--- src/rtl/qsf_pkg.sv ---
package qsf_pkg;

  typedef enum logic {
    MODE_DIRECT = 1'b0,
    MODE_POLLED = 1'b1
  } qsf_mode_e;

endpackage

--- src/rtl/qsf_rst_sync.sv ---
module qsf_rst_sync #(
  parameter int STAGES = 2
) (
  input  logic clk,
  input  logic rst_n,
  output logic rst_sync_n
);

  logic [STAGES-1:0] shift_q;

  always_ff @(posedge clk or negedge rst_n) begin
    if (!rst_n) begin
      shift_q <= '0;
    end else begin
      shift_q <= {shift_q[STAGES-2:0], 1'b1};
    end
  end

  assign rst_sync_n = shift_q[STAGES-1];

endmodule

--- src/rtl/qsf_word_mux.sv ---
module qsf_word_mux #(
  parameter int NUM_WORDS = 4,
  parameter int BUS_W     = 8,
  parameter int WSEL_W    = 2
) (
  input  logic [NUM_WORDS*BUS_W-1:0] flags_i,
  input  logic [WSEL_W-1:0]          sel_i,
  output logic [BUS_W-1:0]           word_o
);

  logic [BUS_W-1:0] words [NUM_WORDS];

  for (genvar g = 0; g < NUM_WORDS; g++) begin : g_slice
    assign words[g] = flags_i[g*BUS_W +: BUS_W];
  end

  always_comb begin
    word_o = '0;
    for (int i = 0; i < NUM_WORDS; i++) begin
      if (sel_i == WSEL_W'(i)) begin
        word_o = words[i];
      end
    end
  end

endmodule

--- src/rtl/qsf_poll_seq.sv ---
module qsf_poll_seq #(
  parameter int NUM_WORDS = 4,
  parameter int WSEL_W    = 2
) (
  input  logic              clk,
  input  logic              rst_sync_n,
  input  logic              cfg_load_i,
  input  logic              poll_en_i,
  input  logic              head_i,
  input  logic              token_i,
  output logic              active_o,
  output logic [WSEL_W-1:0] idx_o,
  output logic              active_nxt_o,
  output logic [WSEL_W-1:0] idx_nxt_o
);

  localparam logic [WSEL_W-1:0] LAST_IDX = WSEL_W'(NUM_WORDS - 1);

  logic              active_q, active_d;
  logic [WSEL_W-1:0] idx_q, idx_d;
  logic              start_q;
  logic              start_en;

  // start credit: loaded during reset, consumed by the first functional edge
  assign start_en = cfg_load_i | start_q;

  always_ff @(posedge clk) begin
    if (start_en) begin
      start_q <= cfg_load_i & head_i;
    end
  end

  always_comb begin
    active_d = 1'b0;
    idx_d    = '0;
    if (poll_en_i) begin
      if (active_q && (idx_q != LAST_IDX)) begin
        active_d = 1'b1;
        idx_d    = WSEL_W'(idx_q + 1'b1);
      end else if (token_i || start_q) begin
        active_d = 1'b1;
        idx_d    = '0;
      end
    end
  end

  always_ff @(posedge clk or negedge rst_sync_n) begin
    if (!rst_sync_n) begin
      active_q <= 1'b0;
      idx_q    <= '0;
    end else begin
      active_q <= active_d;
      idx_q    <= idx_d;
    end
  end

  assign active_o     = active_q;
  assign idx_o        = idx_q;
  assign active_nxt_o = active_d;
  assign idx_nxt_o    = idx_d;

endmodule

--- src/rtl/qstat_flag_scanner.sv ---
module qstat_flag_scanner
  import qsf_pkg::*;
#(
  parameter int NUM_Q       = 32,
  parameter int BUS_W       = 8,
  parameter int SYNC_STAGES = 2,
  parameter int NUM_WORDS   = NUM_Q / BUS_W,
  parameter int WSEL_W      = (NUM_WORDS > 2) ? $clog2(NUM_WORDS) : 1
) (
  input  logic              clk,
  input  logic              rst_n,
  input  logic              mode_i,
  input  logic              ring_head_i,
  input  logic              cfg_done_i,
  input  logic [NUM_Q-1:0]  flags_i,
  input  logic              strobe_i,
  input  logic [WSEL_W-1:0] addr_i,
  input  logic              token_i,
  output logic [BUS_W-1:0]  bus_o,
  output logic              bus_oe_o,
  output logic              sync_o,
  output logic              token_o
);

  localparam logic [WSEL_W-1:0] LAST_IDX = WSEL_W'(NUM_WORDS - 1);

  logic              rst_sync_n;
  qsf_mode_e         mode_q;
  logic              poll_q;
  logic              active_q, active_nxt;
  logic [WSEL_W-1:0] idx_q, idx_nxt;
  logic [WSEL_W-1:0] sel_q, sel_d;
  logic              dir_take;
  logic [WSEL_W-1:0] mux_sel;
  logic [BUS_W-1:0]  mux_word;
  logic [BUS_W-1:0]  bus_q, bus_d;

  qsf_rst_sync #(.STAGES(SYNC_STAGES)) rst_sync_i (
    .clk        (clk),
    .rst_n      (rst_n),
    .rst_sync_n (rst_sync_n)
  );

  // configuration capture: follows the input only while reset is held
  always_ff @(posedge clk) begin
    if (!rst_sync_n) begin
      mode_q <= qsf_mode_e'(mode_i);
    end
  end

  assign poll_q = (mode_q == MODE_POLLED);

  qsf_poll_seq #(.NUM_WORDS(NUM_WORDS), .WSEL_W(WSEL_W)) seq_i (
    .clk          (clk),
    .rst_sync_n   (rst_sync_n),
    .cfg_load_i   (!rst_sync_n),
    .poll_en_i    (poll_q),
    .head_i       (ring_head_i),
    .token_i      (token_i),
    .active_o     (active_q),
    .idx_o        (idx_q),
    .active_nxt_o (active_nxt),
    .idx_nxt_o    (idx_nxt)
  );

  // direct selection path
  assign dir_take = !poll_q && strobe_i && cfg_done_i;
  assign sel_d    = dir_take ? addr_i : sel_q;
  assign mux_sel  = poll_q ? idx_nxt : sel_d;

  qsf_word_mux #(.NUM_WORDS(NUM_WORDS), .BUS_W(BUS_W), .WSEL_W(WSEL_W)) mux_i (
    .flags_i (flags_i[NUM_WORDS*BUS_W-1:0]),
    .sel_i   (mux_sel),
    .word_o  (mux_word)
  );

  always_comb begin
    bus_d = mux_word;
    if (poll_q && !active_nxt) begin
      bus_d = '0;
    end
  end

  always_ff @(posedge clk or negedge rst_sync_n) begin
    if (!rst_sync_n) begin
      sel_q <= '0;
    end else if (dir_take) begin
      sel_q <= addr_i;
    end
  end

  always_ff @(posedge clk or negedge rst_sync_n) begin
    if (!rst_sync_n) begin
      bus_q <= '0;
    end else begin
      bus_q <= bus_d;
    end
  end

  assign bus_o    = bus_q;
  assign bus_oe_o = poll_q ? active_q : 1'b1;
  assign sync_o   = poll_q && active_q && (idx_q == '0);
  assign token_o  = poll_q && active_q && (idx_q == LAST_IDX);

endmodule

--- config.mk ---
export PLATFORM = sky130hd
export DESIGN_NAME = qstat_flag_scanner
export DESIGN_NICKNAME = d
export VERILOG_FILES = /design/src/rtl/qsf_pkg.sv /design/src/rtl/qsf_rst_sync.sv /design/src/rtl/qsf_word_mux.sv /design/src/rtl/qsf_poll_seq.sv /design/src/rtl/qstat_flag_scanner.sv
export SDC_FILE = /design/constraint.sdc
export NUM_CORES = 1
export LEC_CHECK = 0
export BUFFER_PORTS_ARGS = -buffer_cell sky130_fd_sc_hd__buf_4
export CAP_MARGIN = 10
export CORE_MARGIN = 2
export CORE_UTILIZATION = 46
export DETAILED_ROUTE_END_ITERATION = 10
export HOLD_SLACK_MARGIN = 0.12
export MAX_ROUTING_LAYER = met4
export PLACE_DENSITY_LB_ADDON = 0.08
export RECOVER_POWER = 100
export SYNTH_ARGS = -nofsm -noshare
export SYNTH_HDL_FRONTEND = slang
export SYNTH_SLANG_ARGS = --single-unit
--- constraint.sdc ---
create_clock -name clk -period 1.9 [get_ports clk]
set_clock_uncertainty 0.15 [all_clocks]
set_input_delay 0.095 -clock clk [delete_from_list [all_inputs] [get_ports clk]]
set_output_delay 0.095 -clock clk [all_outputs]
set_load 0.1 [all_outputs]
==> results of run 1 <==
==> logic make-up after synthesis <==
group,count (synthesis),synth area share (%)
adder cells (fa/ha/maj),2,2.785
multiplexers,19,21.45
buffers and inverters,6,5.153
flip-flops,17,48.47
other,1,0.4174
AO/OA/AOI/OAI,12,11.00
AND/OR/NAND/NOR,13,10.72
==> per-stage QoR <==
| stage | setup slack, ns | cell area (µm²) | hold slack, ns | utilization, % | std cells |
|---|---|---|---|---|---|
| 2_1_floorplan | 0.00005762 | 898.4 | -0.3506 | - | 70 |
| 3_3_place_gp | 0.1445 | 1324 | -0.2725 | 74.25 | 148 |
| 3_5_place_dp | 0.03181 | 1324 | -0.2713 | 74.25 | 148 |
==> cell usage after synthesis <==
master    number
nor2b_1        1
nand4b_1       1
edfxtp_1       2
nand2b_1       3
mux2i_1       17
a21boi_0       1
and4bb_4       1
and3b_4        1
nand2_1        1
nor2b_2        1
o22ai_1        8
mux2_1         2
buf_6          1
inv_1          4
o211ai_1       1
o21a_1         1
nor2_1         1
and3_1         2
nand3_1        1
ha_1           2
a221oi_4       1
buf_12         1
dfrtp_1       15
conb_1         1
==> results by group, run 1 <==
Clock tree
  – CTS max path bufs: 2
  – Clock sink count: 17
  – CTS resizes: 0
  – H-tree depth: 1
  – CTS hold repair buffers: 40
  – Setup repair bufs after CTS: 0
  – CTS Buf Count: 3
  – Root buffer cell: clkbuf_4

Place
  – Number of port buffers: 51
  – Hpwl dp: 1741 µm
  – Routability cong.: 0.7803

Status
  – Status: stopped before the end
  – Stopped at: clock tree synthesis
  – Error message: [ERROR DPL-0033] detailed placement checks failed during check placement.

Synth
  – Yosys cell types: 24
  – Avg Synthesized Cell Area: 12.83 µm²
  – Synthesized net count: 113
  – Mapped cell area: 898.4 µm²
  – FF+latch count, synth: 17
  – Largest cells by area after synthesis: dfrtp_1 42%, mux2i_1 19%, edfxtp_1 6.7%, o22ai_1 5.6%, a221oi_4 2.9%
  – Sequential element share of the synthesized area: 48.47%
  – Share of the synthesized area in the top cell type: a little over two fifths
  – Synth warn: 0
  – Largest area contributor in the netlist: dfrtp_1
  – Synthesized instance count: 70

Die
  – DIE WIDTH: about 48 µm
  – Initial Util: roughly half
  – Die outline height: roughly 48 µm
  – # rows: 15
  – I/O pin cnt: 52
==> run 2, diff against run 1 <==
CORE_AREA = 2 2 63 65   (was unset)
CORE_MARGIN = unset   (was 2)
CORE_UTILIZATION = unset   (was 46)
DIE_AREA = 0 0 65 67   (was unset)
HOLD_SLACK_MARGIN = unset   (was 0.12)
MAX_ROUTING_LAYER = unset   (was met4)
PLACE_DENSITY_LB_ADDON = 0.15   (was 0.08)
==> run 2 against run 1 <==
Net effect: synthesized cell count unchanged; synthesized area is the same; the flow now finishes without violations.
==> results by group, run 2 <==
Clock tree
  – Clk slew on worst S/H paths: 0.07 ns
  – CTS Buf Count: 3 (unchanged)
  – CTS tree: done
  – Worst-Skew Late Latency: approximately 0.25 ns
  – Root buffer cell: clkbuf_8
  – CTS max path bufs: 2 (unchanged)
  – Clock sink count: 17 (unchanged)
  – H-tree depth: 1 (unchanged)

Critical path
  – R2r worst-path depth: 6
  – CP peak stage delay: 0.36 ns
  – Reg2Reg Capture Point: bus_o[5]
  – Crit Reg-Reg Startpoint: seq_i.idx_o[1]
  – Worst path slowest cell: dfrtp_1
  – Critical path fanouts, max: 8
  – Crit path arrival time: 1.82 ns
  – CP startpoint: seq_i.idx_o[1]
  – Setup crit end kind: flip-flop
  – Crit path cell chain: ha_2 > and4bb_4 > a221oi_4 > clkbuf_16 > mux2i_1 > o22ai_1
  – Setup CP Type: flip-flop to flip-flop
  – Setup crit start kind: flip-flop
  – R2R setup slack: 0.06 ns
  – WP data required: roughly 1.9 ns

Synth
  – Largest area contributor in the netlist: dfrtp_1
  – EDFF count, synth: 2 (unchanged)
  – Share of the synthesized area in the top cell type: 41.78% (unchanged)
  – Mapped cell area: 898.4 µm² (unchanged)
  – Most instantiated cells after synthesis: 17 x mux2i_1, 15 x dfrtp_1, 8 x o22ai_1
  – Avg Synthesized Cell Area: 12.83 µm² (unchanged)
  – Largest cells by area after synthesis: dfrtp_1 42%, mux2i_1 19%, edfxtp_1 6.7%, o22ai_1 5.6%, a221oi_4 2.9%
  – Dominant synthesized flop cell: dfrtp_1
  – Ys async rst share: 88.24% (unchanged)
  – Sequential element share of the synthesized area: 48.47% (unchanged)
  – Cell with the most instances after synthesis: mux2i_1
  – Synth warn: 0 (unchanged)
  – Synthesized instance count: 70 (unchanged)
  – FF+latch count, synth: 17 (unchanged)
  – Yosys cell types: 24 (unchanged)
  – Synthesized net count: 113 (unchanged)

Die
  – DIE AREA: 0.004355 mm²
  – Die outline height: 67 µm (+39%)
  – I/O pin cnt: 52 (unchanged)
  – Core area: 0.003606 mm²
  – DIE WIDTH: 65 µm (+35%)
  – Initial Util: 24.91% (-25 points)
  – # rows: 22 (+7)

STA
  – Final hold slack: 0.009037 ns
  – Worst slew margin: 55.26%
  – Worst-margin pin slew: 0.6711 ns
  – Tcrit/Tclk final: 96.61%
  – # setup viols final: 0
  – Hold Vio Cnt, Final: 0
  – Setup ws final: 0.06449 ns
  – Achievable frequency: ~540 MHz
  – RSZ-0062 raised after global routing: true
  – Final Max Tran Viols: 0
  – Min Tclk post-route: 1.836 ns

GRT
  – Vias in the first global route: 851
  – Met1 global-route usage: approximately 14%
  – Antenna violations before repair: 0
  – Tot GR Track Use: 12.05%
  – M3 GR Usage: around 3%
  – Largest net degree at the start of global routing: 17
  – GRT Residual Overflow: 0
  – GRT Max-Usage Layer: met2
  – First-pass GRT wire length: 3877 µm
  – GR met2 Demand/Resource: 20.36%

Pwr
  – Max VDD drop: 0.0002628 V
  – Pwr Density: between 800 and 900 mW/mm²
  – P_leak: slightly above 0.0008 µW
  – Total power: 1303 µW

Place
  – Hpwl dp: 1867 µm (+7.2%)
  – Placed Area: 0.001345 mm² (+1.6%)
  – Routability cong.: 0.7456 (-4.4%)
  – Pre-CTS setup slack: 0.02973 ns (-0.002081 ns)
  – Number of port buffers: 51 (unchanged)

Detailed routing
  – Initial DRC count: 5
  – Vias per cell: 4.263
  – DRT Wirelength: 2496 µm
  – First drt pass iteration count: 2
  – Routed vias: 844
  – Drt drc: 0
  – Routed length per instance: around 13 µm
  – Post-DRT Antenna Nets: 0

Final layout
  – Fin area: roughly 0.0016 mm²
  – Share of cells above drive strength 1: 43.33%
  – Area Overhead vs Synth: 79.39%
  – Fin util: 44.69%
  – Final net count: 194
  – # diodes: 0
  – Most common cell after layout, fill and taps aside: buf_4
  – Fill count: 359
  – Max FFs per register: 8
  – Commonest cells after routing, fill and taps aside: 40 x buf_4, 20 x dlygate4sd3_1, 16 x mux2i_1

Job
  – Max-cap violations: 0

Min path
  – Hold Crit Class: input pin to async pin

Status
  – Status: finished, final reports clean
## run 2: cell counts after synthesis
Identical to the previous run, type by type.
## run 2: area by class of cell
cell class,instances,area (µm²),area share [%]
Timing Repair Buffer,78,633.1,39.29
Inverter,4,15.01,0.9317
Clock buffer,4,45.04,2.795
Tap cell,48,60.06,3.727
Multi-Input combinational cell,47,422.9,26.24
Sequential cell,17,435.4,27.02
## run 2: logic make-up after synthesis
group                    after synthesis  synth area share [%]
other                                  1                0.4174
adder cells (fa/ha/maj)                2                 2.785
flip-flops                            17                 48.47
AND/OR/NAND/NOR                       13                 10.72
buffers and inverters                  6                 5.153
AO/OA/AOI/OAI                         12                 11.00
multiplexers                          19                 21.45
## run 2: per-layer routing
metal	share of wire, %	vias up
met1	42	386
met4	1.5	0
met5	0	-
met2	49	37
li1	-	417
met3	7.3	4
## run 2: through the flow
stage | setup TNS [ns] | std cells
2_1_floorplan | 0 | 70
3_3_place_gp | 0 | 170
3_5_place_dp | 0 | 170
4_1_cts | 0 | 194
5_1_grt | -0.02637 | 198
6_report | 0 | 198
## run 2: how the worst max path moves through the flow
stage | to | slack [ns]
after floorplan | bus_o[0] | 0.00006
after CTS | bus_o[3] | 0.03
after detailed placement | bus_o[3] | 0.03
after global placement | bus_o[4] | 0.09
final | bus_o[5] | 0.06
after global routing | bus_o[5] | -0.02
## run 2: what timing repair did
| action | in CTS | in global routing |
|---|---|---|
| gates resized for setup | 0 | 2 |
| setup buffers | 0 | 3 |
| endpoints found under the setup margin | 0 | 8 |
| hold buffers | 20 | 0 |
| hold endpoints to repair | 14 | 0 |
## run 2: worst max-delay path: cells and delay by family, from the launching register on
family	cells	cell delay [ns]
multiplexers	1	0.19
adder cells (fa/ha/maj)	1	0.18
flip-flops	1	0.36
AND/OR/NAND/NOR	1	0.20
AO/OA/AOI/OAI	2	0.39
buffers and inverters	1	0.23
## run 2: power breakdown
| group | internal, µW | switching [µW] | total, µW |
|---|---|---|---|
| clock network | 149 | 122 | 271 |
| registers | 417 | 19.3 | 436 |
| logic | 204 | 391 | 595 |
No activity file was read; power rests on OpenSTA's default activity.
==> run 3, diff against run 2 <==
ABC_AREA = 1   (was unset)
CAP_MARGIN = unset   (was 10)
==> run 3 against run 2 <==
Net effect: the run now ends with negative hold slack left; total power increased by 3.7%; via count is 29% higher; die area unchanged; critical path type unchanged; synthesized cell count rose by 100%; global-route usage up 1.9 points.
==> results by group, run 3 <==
Final layout
  – Non-Filler Instances: 259 (+31%)
  – Area Overhead vs Synth: 65.13%
  – Flip-flop and latch area: 436.7 µm² (+0.29%)
  – Share of cells above drive strength 1: 36.02% (-7.3 points)
  – Multi-input logic area: 484.2 µm² (+14%)
  – Commonest cells after routing, fill and taps aside: 42 x buf_4, 38 x nand2_1, 26 x inv_1
  – Most common cell after layout, fill and taps aside: buf_4
  – Max FFs per register: 8 (unchanged)
  – Final net count: 255 (+31%)
  – Fin area: 0.001659 mm² (+2.9%)
  – # diodes: 0 (unchanged)
  – Fill count: 383 (+6.7%)

Pwr
  – Max VDD drop: 0.0004251 V (+62%)
  – Pwr Density: 814.7 mW/mm² (+0.78%)
  – P_leak: 0.0009117 µW (+12%)
  – Total power: 1352 µW (+3.7%)

Clock tree
  – Root buffer cell: clkbuf_8
  – CTS tree: done
  – Clock sink count: 17 (unchanged)
  – CTS Buf Count: 3 (unchanged)
  – Worst-Skew Late Latency: 0.25 ns (about the same)
  – CTS max path bufs: 2 (unchanged)
  – Clk slew on worst S/H paths: 0.08 ns (about the same)
  – H-tree depth: 1 (unchanged)

STA
  – Worst-margin pin slew: 0.5498 ns (-0.1213 ns)
  – Setup TNS: 0 ns (unchanged)
  – Hold Vio Cnt, Final: 5 (+5)
  – Worst slew margin: 63.50% (+8.2 points)
  – Tcrit/Tclk final: 93.12% (-3.5 points)
  – Achievable frequency: 565.2 MHz (+3.7%)
  – Final Max Tran Viols: 0 (unchanged)
  – Min Tclk post-route: 1.769 ns (-0.06618 ns)
  – Final hold slack: -0.007508 ns (-0.01655 ns)
  – # setup viols final: 0 (unchanged)

GRT
  – Tot GR Track Use: 13.95% (+1.9 points)
  – GR met2 Demand/Resource: 24.74% (+4.4 points)
  – GRT Max-Usage Layer: met2
  – First-pass GRT wire length: 4602 µm (+19%)
  – Vias in the first global route: 1088 (+28%)
  – Largest net degree at the start of global routing: 14 (-3)
  – Met1 global-route usage: 16.56% (+2.6 points)
  – M3 GR Usage: 3.547% (+0.51 points)
  – GRT Residual Overflow: 0 (unchanged)
  – Antenna violations before repair: 0 (unchanged)

Synth
  – Sequential element share of the synthesized area: 43.34% (-5.1 points)
  – Synthesized instance count: 140 (+100%)
  – Mapped cell area: 0.001005 mm² (+12%)
  – Avg Synthesized Cell Area: 7.177 µm² (-44%)
  – FF+latch count, synth: 17 (unchanged)
  – Largest cells by area after synthesis: dfrtp_1 37%, nand2_1 15%, inv_1 10%, o21ai_0 7.5%, nand3_1 7.0%
  – Largest area contributor in the netlist: dfrtp_1
  – Share of the synthesized area in the top cell type: 37.36% (-4.4 points)
  – Most instantiated cells after synthesis: 40 x nand2_1, 27 x inv_1, 15 x dfrtp_1, 15 x o21ai_0, 14 x nand3_1
  – Yosys cell types: 20 (-17%)
  – Cell with the most instances after synthesis: nand2_1
  – Synth warn: 0 (unchanged)
  – EDFF count, synth: 2 (unchanged)
  – Ys async rst share: 88.24% (unchanged)
  – Synthesized net count: 183 (+62%)
  – Dominant synthesized flop cell: dfrtp_1

Min path
  – Hold Crit Class: flip-flop to async pin

Die
  – Die outline height: 67 µm (unchanged)
  – # rows: 22 (unchanged)
  – DIE AREA: 0.004355 mm² (unchanged)
  – DIE WIDTH: 65 µm (unchanged)
  – Initial Util: 27.86% (+2.9 points)
  – Core area: 0.003606 mm² (unchanged)
  – I/O pin cnt: 52 (unchanged)

Detailed routing
  – Routed vias: 1085 (+29%)
  – DRT Wirelength: 2740 µm (+9.8%)
  – Post-DRT Antenna Nets: 0 (unchanged)
  – Vias per cell: 4.189 (-1.7%)
  – Drt drc: 0 (unchanged)
  – First drt pass iteration count: 4 (+2)
  – Initial DRC count: 24 (+19)
  – Routed length per instance: 10.58 µm (-16%)

Critical path
  – Setup CP Type: flip-flop to flip-flop
  – Reg2Reg Capture Point: bus_o[6]
  – R2R setup slack: 0.13 ns (+0.07 ns)
  – CP endpoint: bus_o[6]
  – Crit Reg-Reg Startpoint: seq_i.idx_o[0]
  – R2r worst-path depth: 10 (+4)
  – CP startpoint: seq_i.idx_o[0]
  – Setup crit start kind: flip-flop
  – WP data required: 1.95 ns (+0.07 ns)
  – Setup crit end kind: flip-flop
  – Critical path fanouts, max: 9 (+1)
  – Crit path arrival time: 1.82 ns (about the same)

Place
  – Post-Place Cells: 241 (+42%)
  – Routability cong.: 0.7700 (+3.3%)
  – Number of port buffers: 51 (unchanged)
  – Hpwl dp: 2220 µm (+19%)
  – Placed Area: 0.001460 mm² (+8.6%)

Status
  – Failing checks: negative hold slack
  – Status: finished, violations left

Job
  – Max-cap violations: 0 (unchanged)
-- run 3: cell types whose count changed in the layout (fill, tap and decap cells not counted), moves of 3 or more --
cell and change:
nor2_2 +4, mux2i_1 -16, a21oi_1 +5, dlygate4sd3_1 -8
nand2b_1 -3, inv_1 +22, o22ai_1 -8, o21ai_0 +13
nand2_2 +3, nand2_1 +37, nand3_1 +13
-- run 3: cells by family (layout without fill, tap and decap cells) --
family,Yosys count,in the layout,share of synthesized area [%]
other,1,1,0.3732
flip-flops,17,17,43.34
AND/OR/NAND/NOR,67,67,28.77
adder cells (fa/ha/maj),2,2,2.490
AO/OA/AOI/OAI,23,23,12.33
buffers and inverters,30,101,12.70
-- run 3: worst min path at each step --
stage | start | cells after the start | to
final | rst_sync_i.shift_q[1] | 0 | seq_i.idx_o[0]
after global routing | flags_i[30] | 5 | bus_o[6]
after CTS | rst_sync_i.shift_q[1] | 0 | seq_i.idx_o[0]
after detailed placement | rst_n | 1 | rst_sync_i.shift_q[0]
after global placement | rst_n | 1 | rst_sync_i.shift_q[0]
after floorplan | rst_n | 0 | rst_sync_i.shift_q[0]
-- run 3: final cells by class --
class / instances / area share [%]
clock buffers: 3 / 2.489
well taps: 48 / 3.620
multi-input cells: 93 / 29.19
repair buffers: 69 / 31.52
inverters: 28 / 6.486
clock inverters: 1 / 0.3771
flip-flops and latches: 17 / 26.32
-- run 3: critical path, stage by stage (launching register included) --
cell,delay [ns]
dfrtp_2,0.41
inv_1,0.05
ha_1,0.30
nand3_1,0.13
nand2_2,0.09
buf_4,0.17
nor2_2,0.14
nand2_1,0.06
nand3_1,0.10
nand2_1,0.06
inv_1,0.04
-- run 3: where the power goes --
group	internal, µW	switching [µW]
Combinational	172	454
Clock	149	134
Sequential	419	23.9
-- run 3: per-stage QoR --
step,hold slack (ns),util (%),worst slack (ns)
after floorplan,-0.3506,-,0.2342
after global placement,-0.2726,40.49,-0.003273
after detailed placement,-0.2710,40.49,-0.004365
after CTS,0.0006470,45.21,0.005195
after global routing,0.01394,46.01,-0.002662
final,-0.007508,46.01,0.1307
-- run 3: timing repair --
action	in CTS	in global routing
setup buffers	0	2
endpoints found under the setup margin	2	8
resized for setup	1	14
cloned	0	0
pin swaps	0	1
hold buffers	12	0
hold endpoints to repair	11	0
-- run 3: layer usage --
layer	vias to the layer above	part of all wire, %
met5	-	0
li1	576	-
met2	35	49
met3	2	6.0
met4	0	0.66
met1	472	44
